==> config.mk <==
export PLATFORM = sky130hd
export DESIGN_NAME = selfprog_cmd_ctrl
export DESIGN_NICKNAME = d
export VERILOG_FILES = /design/src/rtl/spc_pkg.sv /design/src/rtl/spc_ctrl.sv /design/src/rtl/spc_datapath.sv /design/src/rtl/selfprog_cmd_ctrl.sv
export SDC_FILE = /design/constraint.sdc
export NUM_CORES = 1
export LEC_CHECK = 0
export ABC_CLOCK_PERIOD_IN_PS = 1790
export BUFFER_PORTS_ARGS = -buffer_cell sky130_fd_sc_hd__buf_2
export CAP_MARGIN = 20
export CORE_MARGIN = 2
export CORE_UTILIZATION = 32
export CTS_BUF_LIST = sky130_fd_sc_hd__clkbuf_16
export DETAILED_ROUTE_END_ITERATION = 16
export PLACE_DENSITY = 0.74
export SLEW_MARGIN = 20
export SYNTH_ARGS = -nofsm -noshare
export SYNTH_HDL_FRONTEND = slang
export SYNTH_SLANG_ARGS = --single-unit
==> constraint.sdc <==
create_clock -name clk -period 1.79 [get_ports clk]
set_input_delay 0 -clock clk [delete_from_list [all_inputs] [get_ports clk]]
set_output_delay 0 -clock clk [all_outputs]
set_load 0.01 [all_outputs]
==> src/rtl/spc_pkg.sv <==
package spc_pkg;

  typedef struct packed {
    logic clrBuf;
    logic rdFuse;
    logic pgWrite;
    logic pgErase;
    logic enable;
  } spc_bits_t;

  typedef struct packed {
    logic bufLd;
    logic bufClr;
    logic ersStart;
    logic wrStart;
    logic fuseRd;
  } spc_strobe_t;

  localparam logic [4:0] CODE_LOAD  = 5'b00001;
  localparam logic [4:0] CODE_ERASE = 5'b00011;
  localparam logic [4:0] CODE_WRITE = 5'b00101;
  localparam logic [4:0] CODE_FUSE  = 5'b01001;
  localparam logic [4:0] CODE_CLR   = 5'b10001;

  function automatic logic isLegal(input logic [4:0] code);
    return (code == CODE_LOAD) || (code == CODE_ERASE) || (code == CODE_WRITE) ||
           (code == CODE_FUSE) || (code == CODE_CLR);
  endfunction

endpackage

==> src/rtl/spc_ctrl.sv <==
module spc_ctrl
  import spc_pkg::*;
#(
  parameter int STORE_WIN = 4,
  parameter int LOAD_WIN  = 3
) (
  input  logic        clk,
  input  logic        rstN,
  input  logic        regWrEn,
  input  logic [4:0]  regWrLow,
  input  logic        storeStrobe,
  input  logic        loadStrobe,
  input  logic        eepromBusy,
  input  logic        opDone,
  output spc_bits_t   bits,
  output logic        busy,
  output spc_strobe_t stb
);

  localparam int MAX_WIN = (STORE_WIN > LOAD_WIN) ? STORE_WIN : LOAD_WIN;
  localparam int CNT_W   = $clog2(MAX_WIN + 1);
  localparam logic [CNT_W-1:0] STORE_LAST = CNT_W'(STORE_WIN - 1);
  localparam logic [CNT_W-1:0] LOAD_LAST  = CNT_W'(LOAD_WIN - 1);

  logic [CNT_W-1:0] winCnt;
  logic modeLoad, modeErase, modeWrite, modeFuse, modeClr;
  logic wrAccept, winLast;

  always_comb begin
    modeLoad  = bits.enable && !bits.rdFuse && !bits.pgErase && !bits.pgWrite && !bits.clrBuf;
    modeErase = bits.enable && bits.pgErase;
    modeWrite = bits.enable && bits.pgWrite;
    modeFuse  = bits.enable && bits.rdFuse;
    modeClr   = bits.enable && bits.clrBuf;
    wrAccept  = regWrEn && isLegal(regWrLow) && !eepromBusy && !busy;
    winLast   = modeFuse ? (winCnt == LOAD_LAST) : (winCnt == STORE_LAST);

    stb.bufLd    = storeStrobe && modeLoad && !busy;
    stb.ersStart = storeStrobe && modeErase && !busy;
    stb.wrStart  = storeStrobe && modeWrite && !busy;
    stb.bufClr   = modeClr && !busy;
    stb.fuseRd   = loadStrobe && modeFuse && !eepromBusy && !busy;
  end

  always_ff @(posedge clk or negedge rstN) begin
    if (!rstN) begin
      bits   <= '0;
      busy   <= 1'b0;
      winCnt <= '0;
    end else if (busy) begin
      if (opDone) begin
        bits <= '0;
        busy <= 1'b0;
      end
    end else if (stb.ersStart || stb.wrStart) begin
      busy <= 1'b1;
    end else if (wrAccept) begin
      bits   <= spc_bits_t'(regWrLow);
      winCnt <= '0;
    end else if (stb.bufLd || stb.fuseRd || stb.bufClr) begin
      bits <= '0;
    end else if (bits.enable) begin
      if (winLast) bits <= '0;
      else winCnt <= winCnt + 1'b1;
    end
  end


  halt_hold_chk: assert property (@(posedge clk) disable iff (!rstN)
    busy && !opDone |=> busy && bits.enable);


  op_start_chk: assert property (@(posedge clk) disable iff (!rstN)
    (stb.ersStart || stb.wrStart) |=> busy);


  win_bound_chk: assert property (@(posedge clk) disable iff (!rstN)
    (bits.enable && !busy) |-> (winCnt < CNT_W'(MAX_WIN)));


  illegal_ignored_chk: assert property (@(posedge clk) disable iff (!rstN)
    (regWrEn && !isLegal(regWrLow) && bits == '0 && !busy) |=> bits == '0);


  ee_block_chk: assert property (@(posedge clk) disable iff (!rstN)
    (eepromBusy && regWrEn && bits == '0 && !busy) |=> bits == '0);


  one_strobe_chk: assert property (@(posedge clk) disable iff (!rstN)
    $onehot0(stb));


  clr_once_chk: assert property (@(posedge clk) disable iff (!rstN)
    stb.bufClr |=> !stb.bufClr);

endmodule

==> src/rtl/spc_datapath.sv <==
module spc_datapath
  import spc_pkg::*;
#(
  parameter int ADDR_W   = 16,
  parameter int PAGE_LSB = 5,
  parameter int LOCK_W   = 2
) (
  input  logic                   clk,
  input  logic                   rstN,
  input  spc_strobe_t            stb,
  input  spc_bits_t              bits,
  input  logic                   busy,
  input  logic                   loadStrobe,
  input  logic [ADDR_W-1:0]      zAddr,
  input  logic [7:0]             fuseLowProg,
  input  logic [7:0]             fuseHighProg,
  input  logic [LOCK_W-1:0]      lockProg,
  output logic [7:0]             regRdData,
  output logic                   bufLoad,
  output logic                   bufClear,
  output logic                   pageErase,
  output logic                   pageWrite,
  output logic [ADDR_W-PAGE_LSB-1:0] pageAddr,
  output logic                   cpuHalt,
  output logic [7:0]             loadData,
  output logic                   loadDataValid,
  output logic                   progReadReq
);

  localparam logic [ADDR_W-1:0] ADDR_FLOW  = ADDR_W'(0);
  localparam logic [ADDR_W-1:0] ADDR_LOCK  = ADDR_W'(1);
  localparam logic [ADDR_W-1:0] ADDR_FHIGH = ADDR_W'(3);

  logic [7:0] lowRd, highRd, lockRd, selByte;

  for (genvar g = 0; g < 8; g++) begin : g_inv
    assign lowRd[g]  = ~fuseLowProg[g];
    assign highRd[g] = ~fuseHighProg[g];
    if (g < LOCK_W) begin : g_lk
      assign lockRd[g] = ~lockProg[g];
    end else begin : g_pad
      assign lockRd[g] = 1'b1;
    end
  end

  always_comb begin
    unique case (zAddr)
      ADDR_FLOW:  selByte = lowRd;
      ADDR_LOCK:  selByte = lockRd;
      ADDR_FHIGH: selByte = highRd;
      default:    selByte = 8'hFF;
    endcase
    regRdData     = {3'b000, bits};
    bufLoad       = stb.bufLd;
    bufClear      = stb.bufClr;
    pageErase     = stb.ersStart;
    pageWrite     = stb.wrStart;
    pageAddr      = zAddr[ADDR_W-1:PAGE_LSB];
    cpuHalt       = busy;
    loadDataValid = stb.fuseRd;
    loadData      = stb.fuseRd ? selByte : 8'h00;
    progReadReq   = loadStrobe && !stb.fuseRd;
  end


  pass_excl_chk: assert property (@(posedge clk) disable iff (!rstN)
    loadStrobe |-> (loadDataValid != progReadReq));


  halt_no_start_chk: assert property (@(posedge clk) disable iff (!rstN)
    cpuHalt |-> !(pageErase || pageWrite || bufLoad));

endmodule

==> src/rtl/selfprog_cmd_ctrl.sv <==
module selfprog_cmd_ctrl
  import spc_pkg::*;
#(
  parameter int ADDR_W    = 16,
  parameter int PAGE_LSB  = 5,
  parameter int LOCK_W    = 2,
  parameter int STORE_WIN = 4,
  parameter int LOAD_WIN  = 3
) (
  input  logic                       clk,
  input  logic                       rstN,
  input  logic                       regWrEn,
  input  logic [7:0]                 regWrData,
  output logic [7:0]                 regRdData,
  input  logic                       storeStrobe,
  input  logic                       loadStrobe,
  input  logic [ADDR_W-1:0]          zAddr,
  input  logic                       eepromBusy,
  input  logic                       opDone,
  input  logic [7:0]                 fuseLowProg,
  input  logic [7:0]                 fuseHighProg,
  input  logic [LOCK_W-1:0]          lockProg,
  output logic                       bufLoad,
  output logic                       bufClear,
  output logic                       pageErase,
  output logic                       pageWrite,
  output logic [ADDR_W-PAGE_LSB-1:0] pageAddr,
  output logic                       cpuHalt,
  output logic [7:0]                 loadData,
  output logic                       loadDataValid,
  output logic                       progReadReq
);

  spc_bits_t   bits;
  spc_strobe_t stb;
  logic        busy;

  spc_ctrl #(.STORE_WIN(STORE_WIN), .LOAD_WIN(LOAD_WIN)) i_ctrl (
    .clk(clk), .rstN(rstN), .regWrEn(regWrEn), .regWrLow(regWrData[4:0]),
    .storeStrobe(storeStrobe), .loadStrobe(loadStrobe), .eepromBusy(eepromBusy),
    .opDone(opDone), .bits(bits), .busy(busy), .stb(stb)
  );

  spc_datapath #(.ADDR_W(ADDR_W), .PAGE_LSB(PAGE_LSB), .LOCK_W(LOCK_W)) i_dp (
    .clk(clk), .rstN(rstN), .stb(stb), .bits(bits), .busy(busy),
    .loadStrobe(loadStrobe), .zAddr(zAddr), .fuseLowProg(fuseLowProg),
    .fuseHighProg(fuseHighProg), .lockProg(lockProg), .regRdData(regRdData),
    .bufLoad(bufLoad), .bufClear(bufClear), .pageErase(pageErase),
    .pageWrite(pageWrite), .pageAddr(pageAddr), .cpuHalt(cpuHalt),
    .loadData(loadData), .loadDataValid(loadDataValid), .progReadReq(progReadReq)
  );

endmodule

* Yosys cells after proc, flatten, opt, wreduce, memory -nomap -nowiden *
Cells that the tools add are included.

word-level totals
  register bits = 9
  logic and storage cells = 101
  memories = 0
  bits of input ports = 49
  bits in read-only memories = 0
  output and inout bits = 34
  latch bits = 0
  RAM bits = 0

operators by class
  reductions and logical operators = 43
  divide/modulo/power cells = 0
  multiplexer cells = 17
  $mul = 0
  equal/unequal tests = 13
  bitwise gates (word level) = 20
  add/subtract/negate cells = 1
  shift-type cells = 0
  $lt $le $gt $ge = 0

operators with widths
  kind                 number
  $mux 5               7
  $pmux 8 s3           1
  $logic_and 1x1->1    22
  $not 1->1            20
  $eq 16x1->1 const B  1
  $eq 16x2->1 const B  1
  $logic_not 16->1     1
  $mux 3               4
  $mux 8               1
  $reduce_bool 4->1    2
  $logic_not 1->1      7
  $logic_or 1x1->1     7
  $eq 3x2->1 const B   2
  $ne 2x1->1 const B   3
  $eq 5x1->1 const B   1
  $eq 5x2->1 const B   1
  $eq 5x3->1 const B   1
  $eq 5x4->1 const B   1
  $eq 5x5->1 const B   1
  $reduce_and 5->1     1
  $mux 1               4
  $reduce_and 4->1     1
  $add 3x1->3 const B  1
  $ne 2x2->1 const B   1
  2 further kinds      2

* Logic depth before layout (Yosys ltp) *
Gate-level depths: netlist (run 1).

  depth in word-level cells = 13
  depth in mapped cells = 6
  gate-level depth less buffers = 6

* Hierarchy *
From an unflattened synthesis (run 1), not the netlist that was laid out.

unflattened totals
  cell total of the unflattened synthesis = 116
  area, all modules = 1057.3 um2

modules (own cells, without submodules)
  module        sequential area each (um2)  times used  area an instance (um2)  cells an instance
  spc_ctrl      225.2                       1           599.3                   61
  spc_datapath  0.0                         1           457.9                   55

* Worst setup path before layout (run 1) *
Ideal clock, no wire load.

  kind = reg2reg
  from = reg i_ctrl.bits[0] (netlist name)
  to = reg i_ctrl.winCnt[2]
  stages on the path, launching flop included = 6
  arrival = 1.840 ns
  required time = 1.712 ns
  path buffers = 0
  slack = -0.128 ns
  cells stage by stage = dfrtp_1 > nor2b_2 > and3_1 > or4_4 > or3_1 > a21oi_1

on the way
  longest elaborated chain between the ends = 10
  elaborated cells on any way between the ends = 27

RTL lines
  item                               RTL line                 RTL
  $logic_and 1x1->1 (4 in a row)     spc_ctrl.sv:30           modeLoad = bits.enable && !bits.rdFuse && !bits.pgErase && !bits.pgWrite && !bits.clrBuf;
  $logic_and 1x1->1 (2 in a row)     spc_ctrl.sv:38           stb.bufLd = storeStrobe && modeLoad && !busy;
  via bufLoad                        selfprog_cmd_ctrl.sv:23  output logic bufLoad,
  $logic_or 1x1->1 (2 in a row)      spc_ctrl.sv:60           end else if (stb.bufLd || stb.fuseRd || stb.bufClr) begin
  $ne 2x1->1 (no source line)        n/a
  $reduce_and 5->1 (no source line)  n/a
  end signal: assignment             spc_ctrl.sv:64           else winCnt <= winCnt + 1'b1;
  end: declaration                   spc_ctrl.sv:25           logic [CNT_W-1:0] winCnt;

The timed path passes the listed nets, and every way through them passes these cells.
A chain may end at the register's enable or synchronous reset.

* Worst setup path in the final report (run 1) *
  from = reg i_ctrl.bits[2] (netlist name)
  to = reg i_ctrl.winCnt[2]

on the way
  longest elaborated chain between the ends = 9
  elaborated cells on any way between the ends = 14

RTL lines
  item                                 RTL line
  $logic_not 1->1                      spc_ctrl.sv:30
  $logic_and 1x1->1 (2 in a row)       spc_ctrl.sv:30
  $logic_and 1x1->1 (2 in a row)       spc_ctrl.sv:38
  $logic_or 1x1->1 (2 in a row)        spc_ctrl.sv:60
  $ne 2x1->1 (no source line)          n/a
  $reduce_and 5->1 (no source line) *  n/a

Mark *: on every way between the ends. The rest lies on a longest branch, timed or not.

==> results.md, run 1 <==
* Peak supply drop at 0.552 mV
* Row Count at 18
* Hold_ws at 0.0150 ns
* Synthesized flop and latch total at 9
* Final wirelength at 2720 microns
* Main area contributors after synthesis: dfrtp_1, buf_4, a22o_1
* Arrival time of the worst setup path at 1.94 ns
* Overall routing resource usage at 18.0%
* Nets at 229
* Fillers at 248
* Vias in the first global route at 948
* Syn-to-layout area delta at 59.9%
* CP Cell Sequence: o21ai_2 > nand3_2 > or4_4 > or3_1 > a21oi_1
* Net Switching at 0.000446 W
* H-tree Lvls at 1
* Initial antenna violation count at 0
* Die Y at 55.1 microns
* DRT iter0 DRCs at 19
* Total CTS buffers at 3
* Largest net degree at the start of global routing at 10
* Netlist Area Pre-Place at 836 sq um
* Synth Area per Inst at 8.28 sq um
* Setup crit end kind: flop
* CTS Sinks at 9
* Status: complete, no violations
* Sequential share of power at 26.0%
* Overflow after GRT at 0
* Req. time, crit path at 1.95 ns
* WL/cell at 13.1 microns
* Setup crit start kind: flop
* CTS clk-pin slew, worst paths at 0.04 ns
* Clock Power Share at 29.9%
* Sw frac at 34.3%
* Clock Root Buffer: clkbuf_16
* EDFF count, synth at 0
* CP Class: flop to flop
* Worst Path Max Fanout at 5
* Final antenna-violating net count at 0
* Distinct cells, synth at 35
* Routability-driven placement congestion ratio at 0.886
* Period utilization at 99.2%
* Dpl hpwl at 2240 microns
* PortBufs at 76
* Core ar. at 2480 sq um
* Ant. Diodes at 0
* DRC errors left at 0
* Worst stage delay on the critical path at 0.58 ns
* Synth Warn # at 0
* Asr flop ratio synth at 100%
* Critical-path top delay cell: or4_4
* Routed vias/inst at 4.93
* Clk_skew at 0.00211 ns
* RSZ-0062 raised after global routing: true
* Register area share after synthesis at 26.9%
* Area taken by multi-input logic gates at 503 sq um
* Minimum clock period at 1.78 ns
* Ys flop type: dfrtp_1
* Die X at 55.1 microns
* Internal power at 0.000853 W
* Initial Util at 33.7%
* CTS tree: yes
* Initial DRT Pass Iterations at 5
* Max Clk Rate at 563 MHz
* Pwr Density at 972 nW/um^2
* Clock Latency Late Sink at 0.23 ns
* Top cell type's share of synthesized area at 26.9%
* # Max-Cap Violations at 0
* Setup TNS Final at 0 ns
* Comb power frac at 44.1%
* Vias after detailed routing at 1026
* Final Hold Fails at 0
* Leak at 0.751 nW
* HP Class: input port to flop
* Slew Limit Fails at 0
* Ports at 83
* Area leader, netlist: dfrtp_1
* Global-route wire length before repair at 3970 microns
* Mapped Cells at 101
* Register area at 226 sq um
* Final-report setup violation count at 0
* Share of post-route cells with drive strength above 1 at 57.9%
* Worst-case clock buffer depth at 2
* Die area at 3040 sq um
power groups by stage:
| stage | Sequential [W] | Combinational, W | Clock, W |
|---|---|---|---|
| finish | 0.000338 | 0.000572 | 0.000389 |
| global route | 0.000345 | 0.000625 | 0.000406 |
| CTS | 0.000335 | 0.000556 | 0.000398 |
| detailed placement | 0.000337 | 0.000515 | 0 |
| global placement | 0.000327 | 0.000503 | 0 |
| floorplan | 0.000358 | 0.000290 | 0 |
area by class of cell:
class | count | share of cell area (%)
multi-input cells | 71 | 37.6
clock buffers | 3 | 5.62
flip-flops and latches | 9 | 16.9
well taps | 30 | 2.81
clock inverters | 1 | 0.281
repair buffers | 86 | 34.5
inverters | 8 | 2.25
worst max-delay path: cells and delay by family (launching register included):
| kind | cells | cell delay [ns] |
|---|---|---|
| AO/OA/AOI/OAI | 2 | 0.30 |
| flip-flops | 1 | 0.42 |
| AND/OR/NAND/NOR | 3 | 0.98 |
metrics by stage:
step	total power [W]	setup slack [ns]	instance area (sq um)	utilization [%]	instances
floorplan	0.000648	0.00106	860	-	103
finish	0.00130	0.0136	1340	53.9	208
CTS	0.00129	0.0100	1320	53.4	207
detailed placement	0.000852	-0.0168	1210	48.7	199
global placement	0.000830	0.0361	1210	48.7	199
global route	0.00138	-0.0692	1340	53.9	208
cells by family (layout without fill, tap and decap cells):
| group | count (synthesis) | in the layout | share of synthesized area [%] |
|---|---|---|---|
| muxes | 3 | 3 | 3.89 |
| adders and majority gates | 1 | 1 | 1.50 |
| other | 1 | 3 | 0.449 |
| buffers and inverters | 23 | 98 | 16.6 |
| DFF | 9 | 9 | 26.9 |
| and+or+nand+nor | 31 | 31 | 24.6 |
| xor gates and xnor gates | 1 | 1 | 1.05 |
| AOI/OAI and AO/OA | 32 | 32 | 25.0 |
final timing paths:
check                                 start               end  slack (ns)  cells after the start
max                          i_ctrl.bits[2]  i_ctrl.winCnt[2]        0.01                      5
min reg2reg                i_ctrl.winCnt[1]  i_ctrl.winCnt[1]        0.52                      1
max in group asynchronous              rstN       i_ctrl.busy        1.45                      2
min in group asynchronous              rstN  i_ctrl.winCnt[1]        0.14                      2
min                            regWrData[2]    i_ctrl.bits[2]        0.02                      3
max reg2reg                  i_ctrl.bits[2]  i_ctrl.winCnt[2]        0.01                      5
cell usage in the layout (no fill, tap or decap), drive strengths merged, types with 2 or more instances in the layout:
cell type and n:
nor2 2, nor4 5, and2 2, mux2 2, buf 84, a211oi 2
nand2 7, a21o 2, dlygate4sd3 2, a21oi 10, conb 3, nor3b 3
o21ai 7, a22o 8, dfrtp 9, and3 3, or4 2, clkbuf 3
nor3 2, inv 9
cell usage after synthesis (2+ instances only):
cell and number:
inv_1 7, a211oi_1 2, nand2_1 7, a21oi_1 10, dfrtp_1 9, nor3_1 2, mux2_2 2, and3_2 2
o21ai_0 7, a21o_1 2, a22o_1 8, nor3b_1 3, nor2_1 2, buf_4 14, nor4_1 4
what timing repair did:
action | 4_1_cts | 5_1_grt
buffers inserted | 2 | 1
setup endpoints to repair | 1 | 5
resized for setup | 1 | 1
hold endpoints to repair | 10 | 0
pin swaps | 0 | 2
hold buffers | 2 | 0
flip-flops by register name, indices dropped and copies added (netlist names):
| register | cells |
|---|---|
| i_ctrl.busy | 1 |
| i_ctrl.bits | 5 |
| i_ctrl.winCnt | 3 |
routing by layer:
metal / up-vias / track usage [%] / part of all wire, %
met1: 481 / 22.8 / 43
met4: 0 / 8.13 / 0.70
met2: 28 / 30.0 / 53
met5: - / 0 / 0
li1: 515 / - / -
met3: 2 / 2.96 / 4.0
Power figures use the tool's default switching activity.
==> run 2: changes to the inputs <==
--- a/config.mk
+++ b/config.mk
@@ -7,11 +7,11 @@
 export LEC_CHECK = 0
 export ABC_CLOCK_PERIOD_IN_PS = 1790
-export BUFFER_PORTS_ARGS = -buffer_cell sky130_fd_sc_hd__buf_2
 export CAP_MARGIN = 20
 export CORE_MARGIN = 2
-export CORE_UTILIZATION = 32
+export CORE_UTILIZATION = 55
 export CTS_BUF_LIST = sky130_fd_sc_hd__clkbuf_16
 export DETAILED_ROUTE_END_ITERATION = 16
-export PLACE_DENSITY = 0.74
+export DONT_BUFFER_PORTS = 1
+export PLACE_DENSITY = 0.71
 export SLEW_MARGIN = 20
 export SYNTH_ARGS = -nofsm -noshare
==> constraint.sdc (replaced) <==
create_clock -name clk -period 1.79 [get_ports clk]
set_input_delay 0.358 -clock clk [delete_from_list [all_inputs] [get_ports clk]]
set_output_delay 0.358 -clock clk [all_outputs]
set_load 0.01 [all_outputs]
==> run 2 against run 1 <==
Compared with the run above:
- the flow now finishes with violations (negative setup slack)
- sequential power barely moved
- final cell count fell by 39%
- die area fell by 39%
- largest cell class unchanged
- global-route usage rose by 5.9 points
- flip-flop and latch count did not move
- count of clock-buffer cells in the layout did not move
- fmax fell by 1.2%
- clock power barely moved
- hold slack improved by 0.23 ns
- first-iteration DRC count fell by 26%
- setup slack got worse by 0.022 ns
- clock skew fell by 0.0016 ns
==> results.md, run 2 (same netlist as run 1, synthesis figures left out) <==
* # Max-Cap Violations at 0 (unchanged)
* Commonest non-fill, non-tap cell in the layout: buf_4
* Worst-case clock buffer depth at 2 (unchanged)
* Final Util at 74.4% (+20 points)
* Vias in the first global route at 742 (-22%)
* Setup crit end kind: flop
* Peak supply drop at 0.698 mV (+26%)
* Most flops, register: i_ctrl.bits
* Status: finished, violations left
* CTS clk-pin slew, worst paths at 0.04 ns (about the same)
* Routability-driven placement congestion ratio at 0.787 (-11%)
* Ports at 83 (unchanged)
* Ant. Diodes at 0 (unchanged)
* Setup crit start kind: flop
* Critical-path top delay cell: or4_4
* Most frequent cells in the layout: buf_4, a22o_1, dfrtp_1
* Total chip power at 0.00129 W (-0.86%)
* Largest net degree at the start of global routing at 10 (unchanged)
* Die X at 43.0 microns (-22%)
* Slew Limit Fails at 0 (unchanged)
* Initial DRT Pass Iterations at 4 (-1)
* Leak at 0.478 nW (-36%)
* Cell area after layout at 1090 sq um (-18%)
* Initial antenna violation count at 0 (unchanged)
* Arrival time of the worst setup path at 1.96 ns (+0.02 ns)
* CP startpoint: i_ctrl.bits[4]
* HP Class: input port to flop
* Max Clk Rate at 556 MHz (-1.2%)
* Clock Latency Late Sink at 0.23 ns (about the same)
* CP bufs+invs at 0 (unchanged)
* Biggest regs: i_ctrl.bits x5, i_ctrl.winCnt x3, i_ctrl.busy x1
* Clk_skew at 0.000534 ns (-0.00158 ns)
* Initial Util at 56.8% (+23 points)
* RSZ-0062 raised after global routing: true
* Die area at 1850 sq um (-39%)
* Failing checks: negative setup slack
* CP Class: flop to flop
* CP top delay family: simple AND/OR/NAND/NOR gates
* Overflow after GRT at 0 (unchanged)
* CTS Sinks at 9 (unchanged)
* Global-route wire length before repair at 3230 microns (-19%)
* Die Y at 43.0 microns (-22%)
* Vias after detailed routing at 804 (-22%)
* PortBufs at 0 (-100%)
* Final WS setup at -0.00825 ns (-0.0219 ns)
* Worst hold start: regWrData[4]
* WL/cell at 17.4 microns (+33%)
* Routed vias/inst at 6.38 (+29%)
* Clock Root Buffer: clkbuf_16
* Max FFs per register at 5 (unchanged)
* Period utilization at 100% (+1.2 points)
* Share of post-route cells with drive strength above 1 at 45.5% (-12 points)
* Final antenna-violating net count at 0 (unchanged)
* Minimum clock period at 1.80 ns (+0.0219 ns)
* Nets at 161 (-30%)
* Worst slack, placed at -0.000810 ns (+0.0160 ns)
* Req. time, crit path at 1.96 ns (about the same)
* Worst R2R Start: i_ctrl.bits[4]
* Hold_ws at 0.243 ns (+0.228 ns)
* DRT iter0 DRCs at 14 (-5)
* Dpl hpwl at 1560 microns (-30%)
* Pwr Density at 1180 nW/um^2 (+21%)
* Overall routing resource usage at 23.9% (+5.9 points)
* Syn-to-layout area delta at 31.0%
* Worst Path Max Fanout at 4 (-1)
* DRC errors left at 0 (unchanged)
* Total CTS buffers at 3 (unchanged)
* Final wirelength at 2190 microns (-19%)
* Core ar. at 1470 sq um (-41%)
* CTS tree: yes
* Row Count at 14 (-4)
* Placed inst area at 892 sq um (-26%)
* Worst stage delay on the critical path at 0.52 ns (-0.06 ns)
* Final-report setup violation count at 2 (+2)
* Final Hold Fails at 0 (unchanged)
* H-tree Lvls at 1 (unchanged)
* CP Cell Sequence: nor4_1 > and3_4 > or4_4 > or3_4 > a21oi_2
[run 2: changes by cell type in the layout (fill, tap and decap cells not counted), sizes merged]
cell / delta
dlygate4sd3: -1
buf: -67
[run 2: final timing paths]
| kind | cells after the start | to | slack, ns |
|---|---|---|---|
| max | 5 | i_ctrl.winCnt[2] | -0.008 |
| min | 2 | i_ctrl.bits[4] | 0.24 |
| max reg2reg | 5 | i_ctrl.winCnt[2] | -0.008 |
| min reg2reg | 1 | i_ctrl.winCnt[1] | 0.51 |
| max in group asynchronous | 1 | i_ctrl.busy | 0.98 |
| min in group asynchronous | 1 | i_ctrl.bits[0] | 0.50 |
[run 2: area by class of cell]
class / count / area [sq um]
Inverter: 8 / 30.0
Tap cell: 16 / 20.0
Sequential cell: 9 / 226
Clock buffer: 3 / 75.1
Fill cell: 109 / 377
Multi-Input combinational cell: 71 / 594
Timing Repair Buffer: 18 / 145
Clock inverter: 1 / 3.75
[run 2: worst register-to-register path, cell delays in order, from the launching register on]
cell	delay, ns
dfrtp_1	0.48
nor4_1	0.08
and3_4	0.18
or4_4	0.52
or3_4	0.34
a21oi_2	0.13
[run 2: through the flow]
step	setup TNS, ns	std cells
detailed placement	-0.00161	119
CTS	-0.0641	124
global placement	0	119
floorplan	-0.179	103
global route	-0.189	126
finish	-0.0142	126
[run 2: where the power goes]
group	internal [W]	switching (W)	leakage [nW]	total [W]
logic	0.000287	0.000269	0.318	0.000557
clock network	0.000292	0.0000991	0.0423	0.000391
registers	0.000270	0.0000696	0.118	0.000339
[run 2: timing repair]
item | CTS | global route
setup buffers | 0 | 2
pin swaps | 1 | 3
setup endpoints to repair | 12 | 15
hold buffers | 1 | 0
gates cloned | 0 | 0
hold endpoints to repair | 9 | 0
gates resized for setup | 5 | 20
[run 2: metal layers]
layer | vias up | wire length (microns) | track usage, %
met2 | 50 | 1070 | 37.3
met4 | 0 | 46 | 11.5
met1 | 370 | 885 | 29.1
li1 | 378 | - | -
met3 | 6 | 181 | 8.51
met5 | - | 0 | 0
==> run 3: changes to the inputs <==
ABC_AREA = 1   (was default)
CORE_UTILIZATION = 56   (was 55)
PLACE_DENSITY = 0.72   (was 0.71)
SETUP_SLACK_MARGIN = 0.5   (was default)
==> run 3 against run 2 <==
Compared with the run above:
- the flow now finishes without violations
- first-iteration DRC count up 71%
- non-clock buffer count down 5
- register-to-register slack better by 0.22 ns
- synthesized area up 34%
- die area up 28%
- critical path type is now input port to output port
- critical endpoint is now loadData[6]
==> results.md, run 3 <==
* Row Count at 16 (+2)
* Largest net degree at the start of global routing at 10 (unchanged)
* Arrival time of the worst setup path at 1.31 ns (-0.65 ns)
* Final wirelength at 2740 microns (+25%)
* Commonest non-fill, non-tap cell in the layout: nand2_1
* Final antenna-violating net count at 0 (unchanged)
* Ports at 83 (unchanged)
* Clock Root Buffer: clkbuf_16
* WL/cell at 12.8 microns (-26%)
* Vias after detailed routing at 1144 (+42%)
* Share of post-route cells with drive strength above 1 at 39.0% (-6.4 points)
* Req. time, crit path at 1.43 ns (-0.53 ns)
* Core ar. at 1920 sq um (+31%)
* Routed vias/inst at 5.35 (-16%)
* Worst slack, placed at 0.117 ns (+0.118 ns)
* Peak supply drop at 0.861 mV (+23%)
* Post-Place Cells at 198 (+66%)
* Synth Warn # at 0 (unchanged)
* Max FFs per register at 5 (unchanged)
* Initial antenna violation count at 0 (unchanged)
* Biggest regs: i_ctrl.bits x5, i_ctrl.winCnt x3, i_ctrl.busy x1
* Fillers at 164 (+50%)
* EDFF count, synth at 0 (unchanged)
* Clock Power Share at 29.1% (-1.3 points)
* CTS Sinks at 9 (unchanged)
* Setup crit start kind: input port
* Period utilization at 93.3% (-7.1 points)
* Synth Area per Inst at 6.12 sq um (-26%)
* Sw frac at 40.9% (+6.8 points)
* Status: complete, no violations
* HP Class: input port to flop
* Post-synth top cells: nand2_1, nor2_1, inv_1
* Register area share after synthesis at 20.1% (-6.8 points)
* Ys flop type: dfrtp_1
* Overall routing resource usage at 22.5% (-1.4 points)
* RSZ-0062 raised after global routing: true
* Distinct cells, synth at 23 (-34%)
* Overflow after GRT at 0 (unchanged)
* CTS clk-pin slew, worst paths at 0.04 ns (about the same)
* Most frequent cells in the layout: nand2_1, nand3_1, inv_1
* Setup crit end kind: output port
* Synthesized flop and latch total at 9 (unchanged)
* Global-route wire length before repair at 4310 microns (+33%)
* Die X at 48.7 microns (+13%)
* Netlist Area Pre-Place at 1120 sq um (+34%)
* Final WS setup at 0.119 ns (+0.128 ns)
* Setup TNS Final at 0 ns (+0.0142 ns)
* Initial DRT Pass Iterations at 4 (unchanged)
* PortBufs at 0 (unchanged)
* DRT iter0 DRCs at 24 (+10)
* Final Hold Fails at 0 (unchanged)
* Slew Limit Fails at 0 (unchanged)
* DRC errors left at 0 (unchanged)
* Ant. Diodes at 0 (unchanged)
* # Max-Cap Violations at 0 (unchanged)
* Clock Latency Late Sink at 0.24 ns (about the same)
* Top cell type's share of synthesized area at 20.1% (-6.8 points)
* Max Clk Rate at 599 MHz (+7.6%)
* Worst-case clock buffer depth at 2 (unchanged)
* Internal power at 0.000796 W (-6.3%)
* Asr flop ratio synth at 100% (unchanged)
* Dpl hpwl at 2020 microns (+29%)
* Fin cells at 214 (+70%)
* Main area contributors after synthesis: dfrtp_1, nand2_1, buf_4
* Mapped Cells at 183 (+81%)
* Total CTS buffers at 3 (unchanged)
* Worst Path Max Fanout at 7 (+3)
* Die area at 2370 sq um (+28%)
* Minimum clock period at 1.67 ns (-0.128 ns)
* Routability-driven placement congestion ratio at 0.789 (+0.33%)
* Clk_skew at 0.00406 ns (+0.00352 ns)
* CTS tree: yes
* Vias in the first global route at 1078 (+45%)
* Die Y at 48.7 microns (+13%)
* Comb power frac at 40.4% (-2.9 points)
* CP Class: input port to output port
* H-tree Lvls at 1 (unchanged)
* Most flops, register: i_ctrl.bits
* Pwr Density at 969 nW/um^2 (-18%)
* Initial Util at 58.3% (+1.5 points)
* Leak at 0.677 nW (+41%)
* Sequential share of power at 30.4% (+4.0 points)
* Syn-to-layout area delta at 24.0%
* Final-report setup violation count at 0 (-2)
* Net Switching at 0.000550 W (+26%)
* Count leader, synth: nand2_1
* Nets at 238 (+48%)
* Area leader, netlist: dfrtp_1
run 3: cell types whose count changed after synthesis, moves of 5 or more:
cell,previous run,this run
a22o_1,8,0
nand3_1,1,17
a21oi_1,10,0
nand2_2,0,7
inv_2,1,6
nand4_1,0,12
nand2_1,7,37
nor2_2,0,6
nor2_1,2,24
inv_1,7,23
or2_0,0,6
nand3b_1,0,6
o21ai_0,7,0
run 3: metal layers:
metal  routed length, microns  part of all wire [%]  vias to the layer above  global-route usage (%)
li1                         -                     -                      571                       -
met1                     1090                    40                      506                    26.3
met2                     1450                    53                       63                    41.8
met3                      180                   6.6                        4                    5.56
met4                       30                   1.1                        0                    3.81
met5                        0                     0                        -                       0
run 3: area by class of cell:
type | count | area, sq um | share of cell area (%)
Inverter | 30 | 123 | 8.83
Sequential cell | 9 | 229 | 16.5
Timing Repair Buffer | 13 | 111 | 8.02
Clock inverter | 1 | 3.75 | 0.270
Clock buffer | 3 | 75.1 | 5.41
Tap cell | 27 | 33.8 | 2.43
Multi-Input combinational cell | 131 | 813 | 58.6
run 3: metrics by stage:
stage,util (%),power [W],area [sq um],hold WS (ns)
6_report,72.3,0.00135,1390,0.273
4_1_cts,66.9,0.00128,1290,0.278
3_3_place_gp,58.9,0.000830,1130,0.0627
2_1_floorplan,-,0.000790,1210,0.0624
5_1_grt,72.3,0.00144,1390,0.295
3_5_place_dp,58.9,0.000847,1130,0.0626
run 3: kinds of logic after synthesis:
group / after synthesis / synth area share (%)
other: 1 / 0.335
AO/OA/AOI/OAI: 6 / 3.46
XOR/XNOR: 1 / 0.782
AND/OR/NAND/NOR: 120 / 54.3
adder cells (fa/ha/maj): 1 / 1.12
flip-flops: 9 / 20.1
buffers and inverters: 45 / 19.9
run 3: worst max-delay path, cell delays in order:
cell and delay [ns]:
nor2_4 0.08, nand2_2 0.07, nor2_4 0.22, nand2_4 0.10
or2_0 0.23, nand3_1 0.13, nand2_4 0.06, inv_2 0.07
run 3: path summary, 6_finish.rpt:
check | depth (start not counted) | from | end | slack, ns
max | 8 | zAddr[9] | loadData[6] | 0.12
min | 2 | regWrData[3] | i_ctrl.bits[3] | 0.27
max reg2reg | 11 | i_ctrl.bits[0] | i_ctrl.winCnt[2] | 0.21
min reg2reg | 2 | i_ctrl.winCnt[1] | i_ctrl.winCnt[1] | 0.55
max in group asynchronous | 1 | rstN | i_ctrl.bits[0] | 0.95
min in group asynchronous | 1 | rstN | i_ctrl.bits[1] | 0.50
run 3: timing repair:
action	4_1_cts	5_1_grt
setup buffers	4	7
hold buffers	1	0
setup endpoints to repair	22	23
hold endpoints to repair	9	0
gates resized for setup	12	15
pin swaps	6	9
run 3: power groups by stage:
stage | clock network [W] | registers, W | logic, W
finish | 0.000392 | 0.000410 | 0.000544
global route | 0.000411 | 0.000423 | 0.000610
CTS | 0.000394 | 0.000407 | 0.000477
detailed placement | 0 | 0.000404 | 0.000443
global placement | 0 | 0.000402 | 0.000428
floorplan | 0 | 0.000378 | 0.000412
